File: src/rtl/cnt_enable_regs.sv
module cnt_enable_regs #(
  parameter int NCTR = 16,
  parameter int DW = 32,
  parameter int AW = 12,
  parameter logic [AW-1:0] CLR_OFS = 12'hC24,
  parameter logic [AW-1:0] SET_OFS = 12'hC04,
  parameter bit HAS_ROOT = 1'b1,
  parameter bit HAS_ACC = 1'b1,
  localparam int CW = $clog2(NCTR + 1)
) (
  input  logic            clk,
  input  logic            rst_n,
  input  logic            req_valid,
  input  logic            req_write,
  input  logic [AW-1:0]   req_addr,
  input  logic [DW-1:0]   req_wdata,
  input  logic [1:0]      req_world,
  input  logic [2:0]      root_ra,
  input  logic            ns_allow,
  input  logic [CW-1:0]   impl_count,
  input  logic [NCTR-1:0] impl_mask,
  output logic [DW-1:0]   rsp_rdata,
  output logic [NCTR-1:0] cnt_en
);
  logic [DW-1:0] en_q, live, wbits;
  logic hit_clr, hit_set, granted, act;

  for (genvar i = 0; i < DW; i++) begin : g_live
    if (i < NCTR) begin : g_ctr
      assign live[i] = impl_mask[i] && (i < int'(impl_count));
    end else begin : g_rsv
      assign live[i] = 1'b0;
    end
  end

  always_comb begin
    granted = 1'b1;
    if (HAS_ROOT) begin
      case (req_world)
        2'b00:   granted = !(root_ra == 3'b000 || root_ra == 3'b001);
        2'b10:   granted = !(root_ra == 3'b000 || root_ra == 3'b010);
        2'b01:   granted = (root_ra == 3'b011);
        default: granted = 1'b1;
      endcase
    end else if (HAS_ACC) begin
      granted = !(req_world == 2'b01 && !ns_allow);
    end
  end

  assign hit_clr = (req_addr == CLR_OFS);
  assign hit_set = (req_addr == SET_OFS);
  assign act = req_valid && granted && (hit_clr || hit_set);
  assign wbits = req_wdata & live;

  always_ff @(posedge clk) begin
    if (!rst_n) begin
      en_q <= '0;
      rsp_rdata <= '0;
    end else begin
      rsp_rdata <= '0;
      if (act && req_write)
        en_q <= hit_clr ? (en_q & ~wbits) : (en_q | wbits);
      else if (act)
        rsp_rdata <= en_q & live;
    end
  end

  assign cnt_en = en_q[NCTR-1:0] & live[NCTR-1:0];
endmodule

File: config.mk
export PLATFORM = sky130hd
export DESIGN_NAME = cnt_enable_regs
export DESIGN_NICKNAME = d
export VERILOG_FILES = /design/src/rtl/cnt_enable_regs.sv
export SDC_FILE = /design/constraint.sdc
export NUM_CORES = 1
export LEC_CHECK = 0
export BUFFER_PORTS_ARGS = -buffer_cell sky130_fd_sc_hd__clkbuf_2
export CAP_MARGIN = 25
export CORE_UTILIZATION = 42
export CTS_CLUSTER_SIZE = 16
export DETAILED_ROUTE_END_ITERATION = 16
export GPL_ROUTABILITY_DRIVEN = 0
export PLACE_DENSITY = 0.87
export SYNTH_ARGS = -nofsm -noshare
export SYNTH_HDL_FRONTEND = slang
export SYNTH_SLANG_ARGS = --single-unit
File: constraint.sdc
create_clock -name clk -period 1.67 [get_ports clk]
set_input_delay 0.0835 -clock clk [delete_from_list [all_inputs] [get_ports clk]]
set_output_delay 0.0835 -clock clk [all_outputs]
set_load 0.05 [all_outputs]
==> results.json, run 1 <==
{
  "wl_um": 4310,
  "root_buffer": "clkbuf_8",
  "first_global_vias": 1605,
  "initial_core_util_pct": 44.4,
  "rsz0062_at_grt": "false",
  "synth.cell_area_sq_mm": 0.00181,
  "die_h_um": 67.7,
  "drt_iter0_markers": 45,
  "min_path_cells": 3,
  "fin_nets": 375,
  "p_int_mw": 1.30,
  "r2r_end": "rsp_rdata[12]",
  "utilization_pct": 57.5,
  "pwr-share-comb_pct": 15.5,
  "clock_sinks": 32,
  "portBuffers": 89,
  "synth-async-reset-ratio_pct": 0,
  "dpl.hpwl_um": 3340,
  "clk_pin_slew_ps": 60,
  "finalSetupViolCount": 0,
  "diodes": 0,
  "pin_count": 123,
  "min-delay-start": "impl_mask[15]",
  "fin_crit_sh_pct": 88.1,
  "reg2reg_slack_ps": 1030,
  "start_kind": "input port",
  "cts_tree": "built",
  "path_common_cell": "clkbuf_2",
  "holdBufCountCts": 0,
  "r2r_cells": 2,
  "tightest_slew_ps": 487,
  "antenna_found_initial": 0,
  "globalRouteTotalUtil_pct": 20.6,
  "outcome": "completed",
  "synth_edf_count": 0,
  "grt_max_degree": 18,
  "p_sw_share_pct": 26.8,
  "switchingPower_mw": 0.477,
  "vias": 1767,
  "yosysWarnings": 0,
  "slew_headroom_pct": 67.1,
  "post_cts_buffers": 0,
  "cts-htree-levels": 2,
  "overflow": 0,
  "synth_cells": 210,
  "crit_type": "input port to output pin",
  "cp_slowest_stage_delay_ps": 620,
  "grt_pass1_wl_um": 6840,
  "drv_slew": 0,
  "min_path_type": "input port to flip-flop",
  "whs_endpoint": "rsp_rdata[15]",
  "firstDrtPassIters": 4,
  "syn_avg_cell_area_sq_um": 8.63,
  "max_freq_mhz": 680,
  "seq_area_frac_synth_pct": 35.3,
  "cp-end-kind": "output pin",
  "insertion_delay_ps": 290,
  "slowest_stage": "or4_1",
  "yosysUniqueCellTypes": 40,
  "std_cell_rows": 23,
  "p_seq_share_pct": 42.9,
  "synth-seq-cells": 32,
  "fin_setup_tns_ps": 0,
  "area_growth_pct": 29.6,
  "finClkSkew_ps": 8.37,
  "drc": 0,
  "final_layout_size_suffix_gt1_share_pct": 39.9,
  "arrival_ps": 1390,
  "critical_path.max_fanout": 6,
  "hold_viol": 0,
  "avgRoutedWirePerCell_um": 12.3,
  "power.leakage_nw": 1.40,
  "cp.required_ps": 1590,
  "die_area_sq_mm": 0.00458,
  "crit_path_cell_trace": "clkbuf_2 -> or4_1 -> o211ai_1 -> inv_1 -> clkbuf_2",
  "fillers": 387,
  "cts_resized": 0,
  "die_w_um": 67.7,
  "via_per_inst": 5.03,
  "power.density_mw_per_mm2": 757,
  "vdd_drop_max_v": 0.000327,
  "ant_nets": 0,
  "numCtsBuffers": 5,
  "synth_ff_type": "dfxtp_1",
  "core-area_sq_mm": 0.00409,
  "clockPowerShare_pct": 41.7,
  "finalCriticalPeriod_ps": 1470,
  "clk_path_buf_depth": 2,
  "cap_violations": 0
}
==> critical path: cells and delay by family <==
kind,cells,cell delay (ps)
simple gates,1,620
buf+inv,3,430
compound gates,1,250
==> power by group through the flow <==
stage                     logic [mW]  registers, mW  clock network [mW]
final                          0.275          0.763               0.742
after global routing           0.297          0.762               0.789
after CTS                      0.275          0.763               0.754
after detailed placement       0.273          0.780                   0
after global placement         0.271          0.780                   0
after floorplan                0.206          0.780                   0
==> logic make-up after synthesis <==
group,count (synthesis),share of synthesized area (%)
simple gates,88,28.4
buf+inv,50,15.5
flops,32,35.3
compound gates,23,11.7
mux,16,8.83
other cells,1,0.207
==> worst max path at each step <==
| stage | startpoint | cells after the start | endpoint |
|---|---|---|---|
| after floorplan | impl_count[3] | 5 | flip-flop |
| after global placement | impl_count[4] | 5 | cnt_en[0] |
| after detailed placement | req_addr[7] | 5 | rsp_rdata[15] |
| after CTS | impl_count[4] | 5 | cnt_en[0] |
| after global routing | impl_count[4] | 5 | cnt_en[0] |
| final | impl_count[4] | 5 | cnt_en[0] |
==> synth_stat cells (2+ instances only) <==
master / n / area, sq um
dfxtp_1: 32 / 641
nand2_1: 21 / 78.8
inv_1: 19 / 71.3
buf_4: 16 / 120
mux2i_1: 16 / 160
nand4_1: 15 / 93.8
nor2_2: 10 / 62.6
clkbuf_1: 8 / 30.0
nor2_1: 8 / 30.0
and3_1: 7 / 43.8
o211a_1: 7 / 70.1
o211ai_1: 6 / 45.0
nand3_1: 5 / 25.0
buf_6: 4 / 45.0
and2_1: 3 / 18.8
and4_1: 3 / 26.3
buf_2: 3 / 15.0
nor2b_1: 3 / 18.8
and3b_1: 2 / 17.5
or4_1: 2 / 15.0
==> placed cells by master, fill, tap and decap left out, drive strengths merged, types with 2 or more instances in the layout <==
cell type,n
nand3,5
inv,19
and3b,2
nor2,18
o211ai,6
dfxtp,32
buf,10
mux2i,16
clkbuf,95
nand4,16
nand2,21
and4,3
and3,7
o211a,7
and2,3
nor2b,3
or4,2
conb,16
==> metrics by stage <==
| stage | worst slack (ps) | std cells | hold WS [ps] | instance area (sq um) | total power [mW] |
|---|---|---|---|---|---|
| 2_1_floorplan | 327 | 225 | 251 | 1870 | 0.986 |
| 3_3_place_gp | 211 | 343 | 363 | 2240 | 1.05 |
| 3_5_place_dp | 178 | 343 | 369 | 2240 | 1.05 |
| 4_1_cts | 197 | 351 | 68.8 | 2350 | 1.79 |
| 5_1_grt | 159 | 351 | 85.5 | 2350 | 1.85 |
| 6_report | 199 | 351 | 67.0 | 2350 | 1.78 |
==> area by class of cell <==
type | instances | area (sq um) | area share (%)
Timing Repair Buffer | 99 | 520 | 22.2
Multi-Input combinational cell | 143 | 947 | 40.3
Tap cell | 50 | 62.6 | 2.66
Clock buffer | 6 | 72.6 | 3.09
Inverter | 19 | 71.3 | 3.04
Clock inverter | 2 | 35.0 | 1.49
Sequential cell | 32 | 641 | 27.3
==> metal layers <==
layer	track usage (%)	routed length (um)	part of all wire (%)
met5	0	0	0
met4	11.4	104	2.4
met1	21.4	1760	41
met2	36.8	2180	50
met3	5.91	272	6.3
(Power assumes the default switching activity.)
==> inputs of run 2 (changes only) <==
CORE_MARGIN = 4   (was unset)
CORE_UTILIZATION = 45   (was 42)
PLACE_DENSITY = 0.92   (was 0.87)
clock period = 1.7 ns   (was 1.67 ns; I/O delays follow)
==> run 2 against run 1 <==
Net effect:
- core utilization is 5.0 points higher
- global-route usage is 2.0 points lower
- via count stayed put
- count of clock-buffer cells in the layout stayed put
- sequential power is 2% lower
- critical endpoint unchanged
- worst hold slack hardly changed
- non-clock buffer count is 2 lower
- setup slack better by 65 ps
- total power is 2.3% lower
==> results.json, run 2 (synthesis gave the netlist of run 1 again) <==
{
  "slowest_stage": "or4_1",
  "core-area_sq_mm": 0.00377,
  "crit_type": "input port to output pin",
  "crit_path_start": "impl_count[4]",
  "vdd_drop_max_v": 0.000458,
  "slew_headroom_pct": 64.2,
  "avgRoutedWirePerCell_um": 13.4,
  "path_delay_family": "simple AND/OR/NAND/NOR gates",
  "overflow": 0,
  "final_layout_size_suffix_gt1_share_pct": 39.5,
  "p_int_mw": 1.28,
  "diodes": 0,
  "insertion_delay_ps": 290,
  "drt_iter0_markers": 105,
  "power.density_mw_per_mm2": 738,
  "clockPowerShare_pct": 41.1,
  "start_kind": "input port",
  "pin_count": 123,
  "pre_cts_ws_ps": 129,
  "vias": 1767,
  "max_freq_mhz": 696,
  "fin_nets": 373,
  "cts-htree-levels": 2,
  "drv_slew": 0,
  "holdBufCountCts": 0,
  "rsz0062_at_grt": "false",
  "finClkSkew_ps": 4.89,
  "root_buffer": "clkbuf_8",
  "drc": 0,
  "area_growth_pct": 30.0,
  "critical_path_depth": 5,
  "fin_setup_tns_ps": 0,
  "finalCriticalPeriod_ps": 1440,
  "first_global_vias": 1735,
  "cts_resized": 0,
  "wl_um": 4650,
  "p_sw_share_pct": 26.3,
  "p_seq_share_pct": 43.1,
  "antenna_found_initial": 0,
  "globalRouteTotalUtil_pct": 18.6,
  "post_cts_buffers": 0,
  "fin_ws_ps": 264,
  "firstDrtPassIters": 4,
  "min_path_type": "input port to flip-flop",
  "arrival_ps": 1350,
  "cp-end-kind": "output pin",
  "cts_tree": "built",
  "numCtsBuffers": 5,
  "grt_max_degree": 19,
  "power.leakage_nw": 1.40,
  "switchingPower_mw": 0.457,
  "critical_path.max_fanout": 4,
  "finalSetupViolCount": 0,
  "layout_commonest_cell": "clkbuf_2",
  "std_cell_rows": 22,
  "min_path_cells": 3,
  "clk_path_buf_depth": 2,
  "die_area_sq_mm": 0.00511,
  "grt_pass1_wl_um": 7550,
  "dpl.hpwl_um": 3640,
  "tightest_slew_ps": 529,
  "cap_violations": 0,
  "via_per_inst": 5.09,
  "path_common_cell": "clkbuf_2",
  "portBuffers": 89,
  "clock_sinks": 32,
  "pwr-share-comb_pct": 15.8,
  "cp.required_ps": 1620,
  "fillers": 324,
  "worst-path-buf-inv": 3,
  "outcome": "completed",
  "hold_viol": 0,
  "crit_path_cell_trace": "clkbuf_2 -> or4_1 -> o211ai_1 -> inv_1 -> clkbuf_2",
  "cp_slowest_stage_delay_ps": 600,
  "clk_pin_slew_ps": 60,
  "final_cell_mix": "clkbuf_2, dfxtp_1, nand2_1, inv_1",
  "initial_core_util_pct": 48.1,
  "power.total_mw": 1.74,
  "ant_nets": 0,
  "die_h_um": 71.5,
  "fin_crit_sh_pct": 84.5,
  "r2r_cells": 2,
  "min-delay-start": "impl_mask[15]",
  "die_w_um": 71.5
}
-- run 2: changes by cell type in the layout (fill, tap and decap cells not counted), sizes merged --
cell	previous run	this run
buf	10	8
-- run 2: worst paths after layout --
| check | endpoint | slack, ps |
|---|---|---|
| hold reg to reg | flip-flop | 460 |
| setup / recovery | cnt_en[0] | 260 |
| setup reg to reg | rsp_rdata[0] | 1040 |
| hold / removal | rsp_rdata[15] | 70 |
-- run 2: power by group through the flow --
stage | Sequential [mW] | Combinational, mW | Clock [mW]
finish | 0.749 | 0.275 | 0.714
global route | 0.749 | 0.299 | 0.776
CTS | 0.749 | 0.274 | 0.732
detailed placement | 0.766 | 0.273 | 0
global placement | 0.766 | 0.270 | 0
floorplan | 0.766 | 0.202 | 0
-- run 2: metal layers --
| metal | part of all wire (%) | GRT usage, % | vias up | wire length (um) |
|---|---|---|---|---|
| met5 | 0 | 0 | - | 0 |
| met4 | 1.0 | 5.85 | 0 | 48 |
| met3 | 9.9 | 6.45 | 7 | 460 |
| met2 | 51 | 32.3 | 72 | 2370 |
| met1 | 38 | 21.2 | 815 | 1760 |
| li1 | - | - | 873 | - |
-- run 2: worst register-to-register path, stage by stage, from the launching register on --
cell,delay [ps]
dfxtp_1,330
o211ai_1,120
nor2_1,130
-- run 2: area by class of cell --
| type | instances | area, sq um | share of cell area (%) |
|---|---|---|---|
| tap | 48 | 60.1 | 2.55 |
| inverter | 19 | 71.3 | 3.03 |
| clock buffer | 6 | 72.6 | 3.08 |
| clock inverter | 2 | 35.0 | 1.49 |
| sequential | 32 | 641 | 27.2 |
| multi-input combinational | 143 | 947 | 40.2 |
| timing repair buffer | 97 | 531 | 22.5 |
-- run 2: per-stage QoR --
step                util (%)  std cells  cell area (sq um)  hold slack (ps)
floorplan                  -        225               1870              253
global placement        59.7        339               2250              359
detailed placement      59.7        339               2250              366
CTS                     62.5        347               2360             61.4
global route            62.5        347               2360             79.3
finish                  62.5        347               2360             66.7
==> inputs of run 3 (changes only) <==
ABC_AREA = 1   (was unset)
CORE_UTILIZATION = 39   (was 45)
PLACE_DENSITY = 0.83   (was 0.92)
clock period = 1.3 ns   (was 1.7 ns; I/O delays follow)
==> run 3 against run 2 <==
Net effect:
- first-iteration DRC count fell by 30%
- flip-flop and latch count did not move
- cell count rose by 33%
- clock skew fell by 4.4 ps
- critical path type unchanged
- critical endpoint is now cnt_en[12]
==> results.json, run 3 <==
{
  "grt_max_degree": 17,
  "critical_path.max_fanout": 3,
  "post_cts_buffers": 0,
  "pin_count": 123,
  "layout_commonest_cell": "clkbuf_2",
  "clk_pin_slew_ps": 60,
  "final_layout_size_suffix_gt1_share_pct": 32.9,
  "netlist_top_cells_area": "dfxtp_1, nor2_1, nand2_1, inv_1, buf_4",
  "fin_nets": 470,
  "yosysWarnings": 0,
  "drc": 0,
  "outcome": "completed",
  "firstDrtPassIters": 4,
  "synth-seq-cells": 32,
  "finalCriticalPeriod_ps": 1120,
  "hold_viol": 0,
  "synth.cell_area_sq_mm": 0.00199,
  "antenna_found_initial": 0,
  "overflow": 0,
  "rsz0062_at_grt": "false",
  "die_h_um": 79.5,
  "final_cell_mix": "clkbuf_2, nor2_1, nand2_1, inv_1, dfxtp_1",
  "vdd_drop_max_v": 0.000483,
  "grt_pass1_wl_um": 8020,
  "dp_cells": 455,
  "fin_crit_sh_pct": 86.2,
  "cap_violations": 0,
  "seq_area_frac_synth_pct": 32.1,
  "min_path_type": "input port to flip-flop",
  "power.density_mw_per_mm2": 802,
  "power.leakage_nw": 1.35,
  "synth-async-reset-ratio_pct": 0,
  "portBuffers": 89,
  "dpl.hpwl_um": 4220,
  "whs_endpoint": "rsp_rdata[15]",
  "finalSetupViolCount": 0,
  "clock_sinks": 32,
  "synth_edf_count": 0,
  "cts_resized": 0,
  "cp-end-kind": "output pin",
  "synth_cells": 301,
  "die_w_um": 79.5,
  "synth.most_common_cell": "nor2_1",
  "cp.required_ps": 1240,
  "die_area_sq_mm": 0.00632,
  "slowest_stage": "clkbuf_2",
  "diodes": 0,
  "path_common_cell": "clkbuf_2",
  "instances_no_fill": 462,
  "avgRoutedWirePerCell_um": 11.1,
  "arrival_ps": 1060,
  "crit_type": "input port to output pin",
  "numCtsBuffers": 5,
  "globalRouteTotalUtil_pct": 16.0,
  "syn_avg_cell_area_sq_um": 6.63,
  "cp_slowest_stage_delay_ps": 290,
  "fin_setup_tns_ps": 0,
  "clk_path_buf_depth": 2,
  "vias": 2054,
  "holdBufCountCts": 0,
  "area_growth_pct": 27.2,
  "ant_nets": 0,
  "min_path_cells": 3,
  "start_kind": "input port",
  "finClkSkew_ps": 0.541,
  "yosys.area.top_type": "dfxtp_1",
  "netlist.area_leader.share_pct": 32.1,
  "insertion_delay_ps": 270,
  "root_buffer": "clkbuf_8",
  "via_per_inst": 4.45,
  "min-delay-start": "impl_mask[15]",
  "cts-htree-levels": 2,
  "wl_um": 5150,
  "first_global_vias": 1934,
  "r2r_cells": 4,
  "max_freq_mhz": 892,
  "synth_ff_type": "dfxtp_1",
  "drt_iter0_markers": 73,
  "drv_slew": 0,
  "reg2reg_slack_ps": 650,
  "ys_top_cells_by_count": "nor2_1, nand2_1, inv_1, dfxtp_1, nand3_1",
  "initial_core_util_pct": 41.1,
  "yosysUniqueCellTypes": 23,
  "crit_path_cell_trace": "clkbuf_2 -> inv_1 -> o21ai_1 -> nand3_1 -> nor2_1 -> clkbuf_2",
  "cts_tree": "built",
  "std_cell_rows": 25,
  "core-area_sq_mm": 0.00485
}
==> run 3: critical path, delay by kind of cell <==
kind	cells	cell delay, ps
compound gates	1	210
simple gates	2	280
buf+inv	3	500
==> run 3: worst max path at each step <==
stage                  start    endpoint  slack (ps)  cells past startpoint
2_1_floorplan  impl_count[3]  cnt_en[10]         110                      7
6_report       impl_count[3]  cnt_en[12]         180                      6
3_5_place_dp   impl_count[4]   flip-flop          40                      9
3_3_place_gp   impl_count[4]   flip-flop          90                      9
4_1_cts        impl_count[4]   cnt_en[0]          90                      6
5_1_grt        impl_count[4]  cnt_en[10]          30                      8
==> run 3: area by class of cell <==
class	instances	area, sq um
Clock inverter	1	5.00
Fill cell	491	2310
Sequential cell	32	641
Inverter	47	176
Tap cell	67	83.8
Timing Repair Buffer	95	518
Clock buffer	6	72.6
Multi-Input combinational cell	214	1040
==> run 3: logic make-up (layout without fill, tap and decap cells) <==
family,after synthesis,in the layout,synth area share [%]
AO/OA/AOI/OAI,3,3,0.753
flip-flops,32,32,32.1
AND/OR/NAND/NOR,195,195,48.2
other,1,16,0.188
buffers and inverters,70,149,18.7
==> run 3: metal layers <==
layer	track usage [%]	wire length (um)	vias to the layer above
met1	17.6	2110	897
met5	0	0	-
li1	-	-	1074
met4	4.64	51	0
met2	29.5	2590	76
met3	4.51	401	7
==> run 3: power breakdown <==
part           internal, mW  total [mW]  switching (mW)
clock network         0.363       0.696           0.333
registers             0.980       0.980      0.00000395
logic                 0.106       0.358           0.252
total                  1.45        2.03           0.585
==> run 3: metrics by stage <==
step / power [mW] / hold WS [ps] / cell area, sq um / setup slack [ps] / util [%]
floorplan: 1.28 / 214 / 2050 / 108 / -
global route: 2.15 / 65.7 / 2540 / 26.2 / 52.3
global placement: 1.35 / 329 / 2450 / 92.3 / 50.6
finish: 2.03 / 48.0 / 2540 / 179 / 52.3
detailed placement: 1.36 / 331 / 2450 / 38.2 / 50.6
CTS: 2.07 / 35.6 / 2530 / 94.8 / 52.2
